===== config.mk =====
export PLATFORM = sky130hd
export DESIGN_NAME = chain_adc_port
export DESIGN_NICKNAME = d
export VERILOG_FILES = /design/src/rtl/chain_adc_pkg.sv /design/src/rtl/chain_edge_sense.sv /design/src/rtl/chain_mode_latch.sv /design/src/rtl/chain_shifter.sv /design/src/rtl/chain_adc_port.sv
export SDC_FILE = /design/constraint.sdc
export NUM_CORES = 1
export LEC_CHECK = 0
export BUFFER_PORTS_ARGS = -buffer_cell sky130_fd_sc_hd__buf_2
export CORE_ASPECT_RATIO = 1.75
export CORE_MARGIN = 1
export CORE_UTILIZATION = 39
export CTS_CLUSTER_SIZE = 30
export DETAILED_ROUTE_END_ITERATION = 10
export HOLD_SLACK_MARGIN = 0.05
export MAX_ROUTING_LAYER = met4
export PLACE_DENSITY = 0.63
export SETUP_SLACK_MARGIN = 0.05
export SYNTH_ARGS = -nofsm -noshare
export SYNTH_HDL_FRONTEND = slang
export SYNTH_SLANG_ARGS = --single-unit

===== constraint.sdc =====
create_clock -name clk -period 1.6 [get_ports clk]
set_clock_uncertainty 0.1 [all_clocks]
set_input_delay 0.4 -clock clk [delete_from_list [all_inputs] [get_ports clk]]
set_output_delay 0.4 -clock clk [all_outputs]
set_load 0.03 [all_outputs]

===== src/rtl/chain_adc_pkg.sv =====
package chain_adc_pkg;

    localparam int WORD_W = 16;

    typedef enum logic [1:0] {
        PH_IDLE  = 2'd0,
        PH_CONV  = 2'd1,
        PH_READY = 2'd2
    } phase_t;

    typedef struct packed {
        logic chain;
        logic busy;
    } port_cfg_t;

    // Bit presented on the serial output while a busy bit is pending or not.
    function automatic logic pick_out(input logic pend, input logic busy_bit, input logic msb);
        return pend ? busy_bit : msb;
    endfunction

endpackage


===== src/rtl/chain_edge_sense.sv =====
module chain_edge_sense #(
    parameter int N = 2
) (
    input  logic         clk,
    input  logic         rst,
    input  logic [N-1:0] pins,
    output logic [N-1:0] rise,
    output logic [N-1:0] fall
);
    logic [N-1:0] prev_q;

    generate
        for (genvar g = 0; g < N; g++) begin : g_pin
            // Tracks the pin even under reset so no false edge follows reset.
            always_ff @(posedge clk) begin
                prev_q[g] <= pins[g];
            end
            assign rise[g] = !rst &&  pins[g] && !prev_q[g];
            assign fall[g] = !rst && !pins[g] &&  prev_q[g];
        end
    endgenerate
endmodule


===== src/rtl/chain_mode_latch.sv =====
module chain_mode_latch
    import chain_adc_pkg::*;
(
    input  logic      clk,
    input  logic      rst,
    input  logic      capture,
    input  logic      sdi,
    input  logic      sclk,
    output port_cfg_t cfg
);
    always_ff @(posedge clk) begin
        if (rst) begin
            cfg <= '0;
        end else if (capture) begin
            cfg.chain <= !sdi;
            cfg.busy  <= sclk;
        end
    end
endmodule


===== src/rtl/chain_shifter.sv =====
module chain_shifter
    import chain_adc_pkg::*;
#(
    parameter int DATA_W  = WORD_W,
    parameter bit IS_HEAD = 1'b0
) (
    input  logic              clk,
    input  logic              rst,
    input  logic              start,
    input  logic              shift_edge,
    input  logic              sdi,
    input  port_cfg_t         cfg,
    input  logic              conv_done,
    input  logic [DATA_W-1:0] conv_data,
    output phase_t            phase,
    output logic [DATA_W-1:0] data,
    output logic              busy_bit,
    output logic              pend,
    output logic              out_bit
);
    localparam int MSB = DATA_W - 1;

    logic up_ok;

    generate
        if (IS_HEAD) begin : g_head
            assign up_ok = 1'b1;
        end else begin : g_link
            assign up_ok = sdi;
        end
    endgenerate

    always_ff @(posedge clk) begin
        if (rst) begin
            phase    <= PH_IDLE;
            data     <= '0;
            busy_bit <= 1'b0;
            pend     <= 1'b0;
        end else if (start) begin
            phase    <= PH_CONV;
            data     <= '0;
            busy_bit <= 1'b0;
            pend     <= 1'b0;
        end else begin
            unique case (phase)
                PH_CONV: begin
                    if (conv_done) begin
                        phase    <= PH_READY;
                        data     <= conv_data;
                        pend     <= cfg.busy;
                        busy_bit <= cfg.busy && up_ok;
                    end
                end
                PH_READY: begin
                    if (shift_edge && cfg.chain) begin
                        if (pend) begin
                            pend     <= 1'b0;
                            busy_bit <= 1'b0;
                        end else begin
                            data <= {data[MSB-1:0], sdi};
                        end
                    end else if (pend && up_ok) begin
                        busy_bit <= 1'b1;
                    end
                end
                default: ;
            endcase
        end
    end

    assign out_bit = pick_out(pend, busy_bit, data[MSB]);
endmodule


===== src/rtl/chain_adc_port.sv =====
module chain_adc_port
    import chain_adc_pkg::*;
#(
    parameter int DATA_W  = WORD_W,
    parameter bit IS_HEAD = 1'b0
) (
    input  logic              clk,
    input  logic              rst,
    input  logic              cnvst,
    input  logic              sdi,
    input  logic              sclk,
    input  logic              conv_done,
    input  logic [DATA_W-1:0] conv_data,
    output logic              sdo,
    output logic              sdo_en
);
    localparam int PIN_CNV = 0;
    localparam int PIN_CLK = 1;

    logic [1:0]        pin_rise;
    logic [1:0]        pin_fall;
    port_cfg_t         cfg_q;
    phase_t            phase_q;
    logic [DATA_W-1:0] data_q;
    logic              busy_q;
    logic              pend_q;
    logic              out_bit;
    logic              force_low;

    chain_edge_sense #(.N(2)) u_edges (
        .clk  (clk),
        .rst  (rst),
        .pins ({sclk, cnvst}),
        .rise (pin_rise),
        .fall (pin_fall)
    );

    chain_mode_latch u_mode (
        .clk     (clk),
        .rst     (rst),
        .capture (pin_rise[PIN_CNV]),
        .sdi     (sdi),
        .sclk    (sclk),
        .cfg     (cfg_q)
    );

    chain_shifter #(.DATA_W(DATA_W), .IS_HEAD(IS_HEAD)) u_shift (
        .clk        (clk),
        .rst        (rst),
        .start      (pin_rise[PIN_CNV]),
        .shift_edge (pin_fall[PIN_CLK]),
        .sdi        (sdi),
        .cfg        (cfg_q),
        .conv_done  (conv_done),
        .conv_data  (conv_data),
        .phase      (phase_q),
        .data       (data_q),
        .busy_bit   (busy_q),
        .pend       (pend_q),
        .out_bit    (out_bit)
    );

    // Both pins low pull the output low so the next device joins the chain.
    assign force_low = !cnvst && !sdi;
    assign sdo_en    = cfg_q.chain || force_low;
    assign sdo       = !force_low && cfg_q.chain && out_bit;
endmodule


==> results of run 1 <==
[cell usage in the layout (no fill, tap or decap), drive strengths merged]
cell type / n
buf: 35
dfxtp: 24
mux2i: 18
a211oi: 17
a311oi: 16
nor2: 5
a21oi: 3
nand2: 3
clkbuf: 3
inv: 2
nand2b: 2
a31o: 2
o21ai: 1
o21bai: 1
and4bb: 1
and2b: 1
and3b: 1
nor2b: 1
or2: 1
a211o: 1
a41oi: 1
a21o: 1
a221oi: 1
[per-layer routing]
metal,up-vias,wire (µm),track usage
met5,-,0,-
met4,0,32,0.06970
met3,4,57,0.02133
met2,17,1458,0.2956
met1,496,1138,0.2124
li1,507,-,-
[worst max-delay path: stages (launching register included)]
cell and delay (ns):
sky130_fd_sc_hd__dfxtp_4 0.37, sky130_fd_sc_hd__mux2i_1 0.18, sky130_fd_sc_hd__nor2_1 0.07, sky130_fd_sc_hd__buf_4 0.17
[power by group through the flow]
stage	logic, mW	registers, mW	clock network [mW]
2_1_floorplan	0.106	0.642	0
3_3_place_gp	0.159	0.646	0
3_5_place_dp	0.163	0.647	0
4_1_cts	0.165	0.633	0.367
5_1_grt	0.180	0.635	0.381
6_report	0.164	0.632	0.350
[cell families after synthesis]
logic type	Yosys count	synth area share
AO/OA/AOI/OAI	44	0.2935
multiplexers	18	0.1457
flip-flops	24	0.3887
AND/OR/NAND/NOR	15	0.07289
buffers and inverters	14	0.09918
[sequential cells by signal, indices dropped and copies added (netlist names)]
signal,cells
u_edges.prev_q,2
u_shift.phase,2
u_shift.busy_bit,1
u_shift.pend,1
u_shift.data,16
u_mode.cfg,2
[synthesized netlist by cell type, types with 2 or more instances]
| library cell | n | share of area |
|---|---|---|
| sky130_fd_sc_hd__buf_2 | 5 | 0.020 |
| sky130_fd_sc_hd__nor2_1 | 5 | 0.015 |
| sky130_fd_sc_hd__a21oi_1 | 3 | 0.012 |
| sky130_fd_sc_hd__dfxtp_1 | 24 | 0.39 |
| sky130_fd_sc_hd__a211oi_1 | 17 | 0.10 |
| sky130_fd_sc_hd__nand2b_1 | 2 | 0.010 |
| sky130_fd_sc_hd__inv_1 | 2 | 0.0061 |
| sky130_fd_sc_hd__buf_6 | 5 | 0.046 |
| sky130_fd_sc_hd__mux2i_1 | 18 | 0.15 |
| sky130_fd_sc_hd__nand2_1 | 3 | 0.0091 |
| sky130_fd_sc_hd__a311oi_1 | 16 | 0.11 |
[area by class of cell]
class | instances | area share
clock buffers | 3 | 0.02816
inverters | 2 | 0.005119
multi-input cells | 77 | 0.4317
flip-flops and latches | 24 | 0.3319
well taps | 42 | 0.03584
repair buffers | 35 | 0.1672
[timing repair]
item                                    4_1_cts  5_1_grt
hold buffers                                  0        0
endpoints found under the setup margin        1        2
resized for setup                             2        4
endpoints found under the hold margin         0        0
pin swaps                                     1        3
setup buffers                                 0        1
gates cloned                                  0        0
[per-stage QoR]
step | instance area (µm²) | total power, mW | setup slack [ns] | utilization | hold slack (ns)
finish | 1466 | 1.146 | 0.04638 | 0.4954 | 0.1583
global route | 1466 | 1.197 | -0.001522 | 0.4954 | 0.1583
CTS | 1454 | 1.166 | 0.03821 | 0.4911 | 0.1530
detailed placement | 1409 | 0.8106 | 0.01617 | 0.4759 | 0.3923
global placement | 1409 | 0.8055 | 0.05701 | 0.4759 | 0.3923
floorplan | 1236 | 0.7475 | 0.1874 | - | 0.3277
[path summary, 6_finish.rpt]
check / startpoint / end / cells past startpoint
worst max-delay path: u_shift.pend / sdo / 3
worst min register to register: u_mode.cfg[0] / u_shift.pend / 2
worst min-delay path: sclk / u_edges.prev_q[1] / 1
worst max register to register: u_shift.phase[1] / u_shift.busy_bit / 4
==> run metrics, run 1 <==
run status complete, no violations; clock tree from TritonCTS yes; Main synth FF type sky130_fd_sc_hd__dfxtp_1; layout overhead on the synthesized area 18.62%; share of total power in sequential cells 0.552; number of optimization iterations in the first detailed-route pass 4; Total Routing Usage GR 0.1787; unrepaired setup endpoints after global routing yes; Core Region 2960 µm²; antenna diode instance count 0; shortest period the worst path allows 1.554 ns; number of warnings printed during yosys synthesis 0; async set-or-reset flop fraction in the synthesized netlist 0; I/O Pins 24; number of enable flip-flop cells after synthesis 0; number of nets in the final layout 165; DPL Wire Length 1939 µm; number of distinct library cell variants in the gate-level netlist after synthesis 26; final setup vio count 0; layout cells sized above 1 0.3262; Final Max Tran Viols 0; vias in the first global route 1060; drt first-iter violations 11; leakage 0.6353 nW; number of vias in the routed layout 1024; reg-to-reg slack, setup 0.18 ns; area of the die 3408 µm²; initial core utilization 0.4176; Crit path arrival time 1.05 ns; final standard cell count with taps included and fillers excluded 183; final wirelength 2687 µm; maximum buffer depth of the clock tree 2; power density over cell area 781.2 nW/µm²; Filler cells 294; final number of hold-violating endpoints 0; global-route wire length before repair 4664 µm; TritonCTS Sinks 24; Vert. Die Dim 76.48 µm; count of H-tree levels built during CTS 1; routed length per placed instance 14.68 µm; Combinational Power Share 0.143; port buffer count 23; Tightest Hold Check Type in -> reg; cell area after technology mapping 1236 µm²; sum of overflow across all layers after global routing 0; Die Width 44.56 µm; worst setup path class reg -> out; post-synth net total 137; number of clock buffers inserted by TritonCTS 3; sequential standard cell area 486.7 µm²; antenna violations before repair 0; Post-DRT Antenna Nets 0; Critical Path End Type output pin; Mapped Avg Cell Area 10.75 µm²; placer's final routability congestion estimate 0.6983; row count 26; slew at the pin closest to its max-slew limit 0.2858 ns; maximum achievable frequency 0.6437 GHz; worst slew margin relative to its limit 0.8093; final worst-path cycle share 0.9710; Net Switching 277.3 µW; biggest fanout along the worst timing path 4; maximum number of pins on one net before global-route repair 20; switching part of the total power 0.2421; cell internal power dissipation 868.3 µW; summed negative setup slack over all endpoints 0 ns; type of element launching the critical path register; clock network power share 0.305; Multi-input gate area 633.1 µm²; flops & latches, synth 24; sequential-to-total area share from yosys stat 0.3887; worst supply voltage drop on vdd 0.5379 mV; count of max-cap constraint violations 0; residual DRC count 0; Syn Inst Count 115; Cells after DPL 179; clock insertion delay at the later pin of the skew report 0.26 ns; root buffer selected by CTS sky130_fd_sc_hd__clkbuf_8; critical path required time 1.10 ns; clock slew at reported path FFs 0.08 ns; number of vias per cell after detailed routing 5.596
(Power assumes the default switching activity.)
==> run 2, diff against run 1 <==
--- a/config.mk
+++ b/config.mk
@@ -5,7 +5,7 @@
 export SDC_FILE = /design/constraint.sdc
 export NUM_CORES = 1
 export LEC_CHECK = 0
-export BUFFER_PORTS_ARGS = -buffer_cell sky130_fd_sc_hd__buf_2
+export BUFFER_PORTS_ARGS = -buffer_cell sky130_fd_sc_hd__buf_4
 export CORE_ASPECT_RATIO = 1.75
 export CORE_MARGIN = 1
 export CORE_UTILIZATION = 39
@@ -14,6 +14,7 @@
 export HOLD_SLACK_MARGIN = 0.05
 export MAX_ROUTING_LAYER = met4
 export PLACE_DENSITY = 0.63
+export RECOVER_POWER = 25
 export SETUP_SLACK_MARGIN = 0.05
 export SYNTH_ARGS = -nofsm -noshare
 export SYNTH_HDL_FRONTEND = slang
==> run 2 against run 1 <==
Against the previous run:
- critical path type unchanged
- final area rose by 6.6%
- clock power rose by 53%
- register-to-register slack got worse by 0.02 ns
- global-route usage fell by 0.64 points
- sequential share of layout area fell by 2.3 points
- count of clock-buffer cells in the layout did not move
- first-iteration DRC count rose by 73%
- non-clock buffer count rose by 2
- wire length fell by 0.74%
- maximum frequency rose by 1.0%
- sequential power barely moved
- via count rose by 1.2%
==> run metrics, run 2 (same netlist as run 1, synthesis figures left out) <==
run status complete, no violations; power density over cell area 862.3 nW/µm²; Post-DRT Antenna Nets 0; worst slew margin relative to its limit 0.7118; DPL Wire Length 1958 µm; drt first-iter violations 19; maximum achievable frequency 0.6504 GHz; final setup vio count 0; largest incremental delay on the critical path 0.37 ns; critical path required time 1.10 ns; max FFs per register 16; final wirelength 2667 µm; unrepaired setup endpoints after global routing yes; number of vias per cell after detailed routing 5.570; port buffer count 23; sequential standard cell area 483.0 µm²; Crit path arrival time 1.04 ns; worst setup path class reg -> out; most used cells in the layout excluding fill and tap cells 29 x sky130_fd_sc_hd__buf_4, 22 x sky130_fd_sc_hd__dfxtp_1, 18 x sky130_fd_sc_hd__mux2i_1, 17 x sky130_fd_sc_hd__a211oi_1, 16 x sky130_fd_sc_hd__a311oi_1; layout overhead on the synthesized area 26.42%; number of clock buffers inserted by TritonCTS 3; Die Width 44.56 µm; shortest period the worst path allows 1.537 ns; final standard cell count with taps included and fillers excluded 186; I/O Pins 24; type of element launching the critical path register; cells on worst reg2reg path 3; biggest fanout along the worst timing path 4; maximum buffer depth of the clock tree 2; DP Area 1501 µm²; antenna violations before repair 0; Final Max Tran Viols 0; TritonCTS Sinks 24; final worst-path cycle share 0.9609; number of optimization iterations in the first detailed-route pass 4; final number of hold-violating endpoints 0; vias in the first global route 1019; clock slew at reported path FFs 0.08 ns; origin of the worst min-delay path sclk; Hold Slack 0.1735 ns; Multi-input gate area 631.9 µm²; worst supply voltage drop on vdd 0.5134 mV; placer's final routability congestion estimate 0.7113; Tightest Hold Check Type in -> reg; leading cell type in the layout, fill and taps excluded sky130_fd_sc_hd__buf_4; Critical Path Stages 3; Core Region 2960 µm²; RR Endpoint u_shift.data[10]; Cells after DPL 182; gate family responsible for the most delay along the worst path flip-flops; Filler cells 285; startpoint of the worst-slack reg-to-reg timing path u_shift.phase[1]; count of H-tree levels built during CTS 1; antenna diode instance count 0; area of the die 3408 µm²; crit-path cells mux2i_1 > nor2_1 > buf_4; sum of overflow across all layers after global routing 0; clock insertion delay at the later pin of the skew report 0.27 ns; Design Area, Final 1563 µm²; row count 26; maximum number of pins on one net before global-route repair 20; Vert. Die Dim 76.48 µm; global-route wire length before repair 4416 µm; Critical path destination sdo; count of max-cap constraint violations 0; leakage 0.6656 nW; Critical Path End Type output pin; clock tree from TritonCTS yes; root buffer selected by CTS sky130_fd_sc_hd__clkbuf_8; critical-path cell with the highest stage delay sky130_fd_sc_hd__dfxtp_2; layout cells sized above 1 0.3125; Largest Register u_shift.data; Total Routing Usage GR 0.1723; final worst slack 0.06250 ns; residual DRC count 0; number of vias in the routed layout 1036; summed negative setup slack over all endpoints 0 ns; routed length per placed instance 14.34 µm; Worst Setup SP u_shift.pend; number of nets in the final layout 167; setup slack at placement 0.01626 ns; Hold Buf Count CTS 0; initial core utilization 0.4176; number of buffer and inverter instances along the worst setup path 1; slew at the pin closest to its max-slew limit 0.4318 ns; reg-to-reg slack, setup 0.16 ns
-- run 2: changes by cell type in the layout (fill, tap and decap cells not counted), sizes merged --
cell,before,now
buf,35,33
bufinv,0,1
clkbuf,3,7
-- run 2: report_power, final --
group	internal, mW	leakage [nW]	switching (mW)
logic	0.0977	0.433	0.0810
clock network	0.335	0.0357	0.201
registers	0.619	0.196	0.0142
-- run 2: area by class of cell --
| type | instances | area share |
|---|---|---|
| repair buffers | 37 | 0.2026 |
| clock buffers | 3 | 0.02642 |
| well taps | 42 | 0.03363 |
| inverters | 2 | 0.004804 |
| clock inverters | 1 | 0.01922 |
| multi-input cells | 77 | 0.4043 |
| flip-flops and latches | 24 | 0.3090 |
-- run 2: timing repair --
action / in CTS / in global routing
buffers inserted: 0 / 0
pin swaps: 0 / 1
setup endpoints to repair: 1 / 12
gates resized for setup: 1 / 2
-- run 2: worst min path at each step --
stage | endpoint | slack [ns] | cells after the start
6_report | u_edges.prev_q[1] | 0.17 | 1
3_5_place_dp | u_shift.pend | 0.40 | 2
2_1_floorplan | u_edges.prev_q[0] | 0.33 | 0
5_1_grt | u_edges.prev_q[1] | 0.18 | 1
3_3_place_gp | u_shift.pend | 0.39 | 2
4_1_cts | u_edges.prev_q[1] | 0.14 | 1
-- run 2: through the flow --
| stage | power [mW] | util |
|---|---|---|
| floorplan | 0.7475 | - |
| global placement | 0.8265 | 0.5072 |
| detailed placement | 0.8304 | 0.5072 |
| CTS | 1.367 | 0.5317 |
| global route | 1.401 | 0.5279 |
| finish | 1.348 | 0.5279 |
-- run 2: layer usage --
layer | vias to the layer above | share of wire | track usage
li1 | 514 | - | -
met1 | 490 | 0.40 | 0.1894
met2 | 28 | 0.56 | 0.3015
met3 | 4 | 0.029 | 0.02133
met4 | 0 | 0.010 | 0.06364
met5 | - | 0 | -
==> run 3, diff against run 2 <==
==> constraint.sdc (replaced) <==
create_clock -name clk -period 1.5 [get_ports clk]
set_clock_uncertainty 0.1 [all_clocks]
set_input_delay 0.375 -clock clk [delete_from_list [all_inputs] [get_ports clk]]
set_output_delay 0.375 -clock clk [all_outputs]
set_load 0.03 [all_outputs]
==> run 3 against run 2 <==
Against the previous run:
- the flow now finishes with violations (negative setup slack)
- sequential power is 6.8% higher
- largest cell class unchanged
- non-clock buffer count grew 8
- count of clock-buffer cells in the layout increased by 1
- wire length is 23% higher
- sequential share of layout area fell by 3.6 points
==> run metrics, run 3 (same netlist as run 1, synthesis figures left out) <==
port buffer count 23; clock tree from TritonCTS yes; layout overhead on the synthesized area 43.52%; sum of overflow across all layers after global routing 0; number of vias per cell after detailed routing 5.785; number of optimization iterations in the first detailed-route pass 4; wire length on met3 121 µm; run status complete, but fails checks; count of max-cap constraint violations 0; TritonCTS Sinks 24; DPL Wire Length 1929 µm; Post-DRT Antenna Nets 0; shortest period the worst path allows 1.523 ns; final wirelength 3285 µm; Cells after DPL 181; most used cells in the layout excluding fill and tap cells 31 x sky130_fd_sc_hd__buf_4, 21 x sky130_fd_sc_hd__dfxtp_1, 18 x sky130_fd_sc_hd__mux2i_1, 12 x sky130_fd_sc_hd__a211oi_1, 8 x sky130_fd_sc_hd__a311oi_1; sum of routed wire segments on met1 1238 µm; final number of hold-violating endpoints 0; residual DRC count 0; drt first-iter violations 45; Hold Buf Count CTS 0; Tightest Hold Check Type in -> reg; count of H-tree levels built during CTS 1; Filler cells 263; clock network power share 0.328; number of nets in the final layout 176; share of total power in sequential cells 0.504; area of the die 3408 µm²; leading cell type in the layout, fill and taps excluded sky130_fd_sc_hd__buf_4; Total Routing Usage GR 0.1804; max FFs per register 16; number of buffer and inverter instances along the worst setup path 1; power density over cell area 755.5 nW/µm²; antenna violations before repair 0; cell internal power dissipation 1.014 mW; final setup vio count 1; largest incremental delay on the critical path 0.35 ns; number of clock buffers inserted by TritonCTS 3; failing checks negative setup slack; worst supply voltage drop on vdd 0.6532 mV; setup slack at placement -0.04355 ns; global-route wire length before repair 4685 µm; final worst-path cycle share 1.016; Crit path arrival time 1.05 ns; gate family responsible for the most delay along the worst path flip-flops; unrepaired setup endpoints after global routing yes; Die Width 44.56 µm; row count 26; layout cells sized above 1 0.4575; vias in the first global route 1095; maximum achievable frequency 0.6564 GHz; worst setup path class reg -> out; type of element launching the critical path register; Largest Register u_shift.data; crit-path cells mux2i_1 > nor2_1 > buf_4; switching part of the total power 0.2432; leakage 0.7471 nW; critical path required time 1.02 ns; I/O Pins 24; met2 wire len 1859 µm; slew at the pin closest to its max-slew limit 0.4877 ns; maximum number of pins on one net before global-route repair 20; clock slew at reported path FFs 0.09 ns; Final Max Tran Viols 0; initial core utilization 0.4176; Vert. Die Dim 76.48 µm; number of vias in the routed layout 1128; Hold Slack 0.1555 ns; final standard cell count with taps included and fillers excluded 195; highest metal used met4; placer's final routability congestion estimate 0.6821; critical-path cell with the highest stage delay sky130_fd_sc_hd__dfxtp_2; clock insertion delay at the later pin of the skew report 0.26 ns; biggest fanout along the worst timing path 2; maximum buffer depth of the clock tree 2; power consumption 1.340 mW; worst slew margin relative to its limit 0.6749; routed length per placed instance 16.85 µm; Net Switching 326.0 µW; final worst slack -0.02350 ns; Core Region 2960 µm²; Critical Path End Type output pin; root buffer selected by CTS sky130_fd_sc_hd__clkbuf_8; Combinational Power Share 0.168; antenna diode instance count 0
run 3: cell types whose count changed in the layout (fill, tap and decap cells not counted), moves of 2 or more:
cell | previous run | this run
sky130_fd_sc_hd__a311oi_1 | 16 | 8
sky130_fd_sc_hd__a311oi_2 | 0 | 7
sky130_fd_sc_hd__a211oi_1 | 17 | 12
sky130_fd_sc_hd__a211oi_2 | 0 | 5
sky130_fd_sc_hd__buf_6 | 0 | 3
sky130_fd_sc_hd__buf_4 | 29 | 31
sky130_fd_sc_hd__clkbuf_16 | 0 | 2
run 3: worst paths after layout:
check | startpoint | to | slack [ns] | depth (start not counted)
min reg2reg | u_mode.cfg[0] | u_shift.pend | 0.38 | 2
min | sclk | u_edges.prev_q[1] | 0.16 | 1
max reg2reg | u_shift.phase[1] | u_shift.data[15] | 0.02 | 5
max | u_shift.pend | sdo | -0.02 | 3
run 3: through the flow:
stage	utilization	setup TNS [ns]	area (µm²)
5_1_grt	0.5993	-0.1746	1774
6_report	0.5993	-0.02350	1774
3_3_place_gp	0.5131	0	1519
4_1_cts	0.5385	-0.02318	1594
2_1_floorplan	-	0	1236
3_5_place_dp	0.5131	-0.1245	1519
run 3: cell type report:
type / count / area [µm²] / area share
Sequential cell: 24 / 484.2 / 0.2729
Clock buffer: 4 / 55.05 / 0.03103
Tap cell: 42 / 52.55 / 0.02962
Multi-Input combinational cell: 78 / 738.2 / 0.4161
Inverter: 2 / 11.26 / 0.006347
Timing Repair Buffer: 45 / 432.9 / 0.2440
run 3: worst register-to-register path, stage by stage (launching register included):
cell                        delay (ns)
sky130_fd_sc_hd__dfxtp_1          0.38
sky130_fd_sc_hd__buf_6            0.11
sky130_fd_sc_hd__and4bb_4         0.34
sky130_fd_sc_hd__clkbuf_16        0.18
sky130_fd_sc_hd__a311oi_1         0.08
sky130_fd_sc_hd__a211oi_1         0.21
run 3: layer usage:
metal,vias up,global-route usage
met5,-,-
met4,0,0.07879
met3,8,0.02607
met1,550,0.2089
met2,36,0.2971
li1,534,-
run 3: power by group through the flow:
stage	Combinational, mW	Clock, mW	Sequential [mW]
CTS	0.207	0.449	0.674
finish	0.225	0.440	0.676
floorplan	0.113	0	0.685
detailed placement	0.204	0	0.689
global route	0.241	0.478	0.679
global placement	0.200	0	0.688
run 3: timing repair:
item                       CTS  global route
resized for setup            4            21
gates cloned                 0             4
pin swaps                    2            25
setup buffers                2             4
setup endpoints to repair    8            14
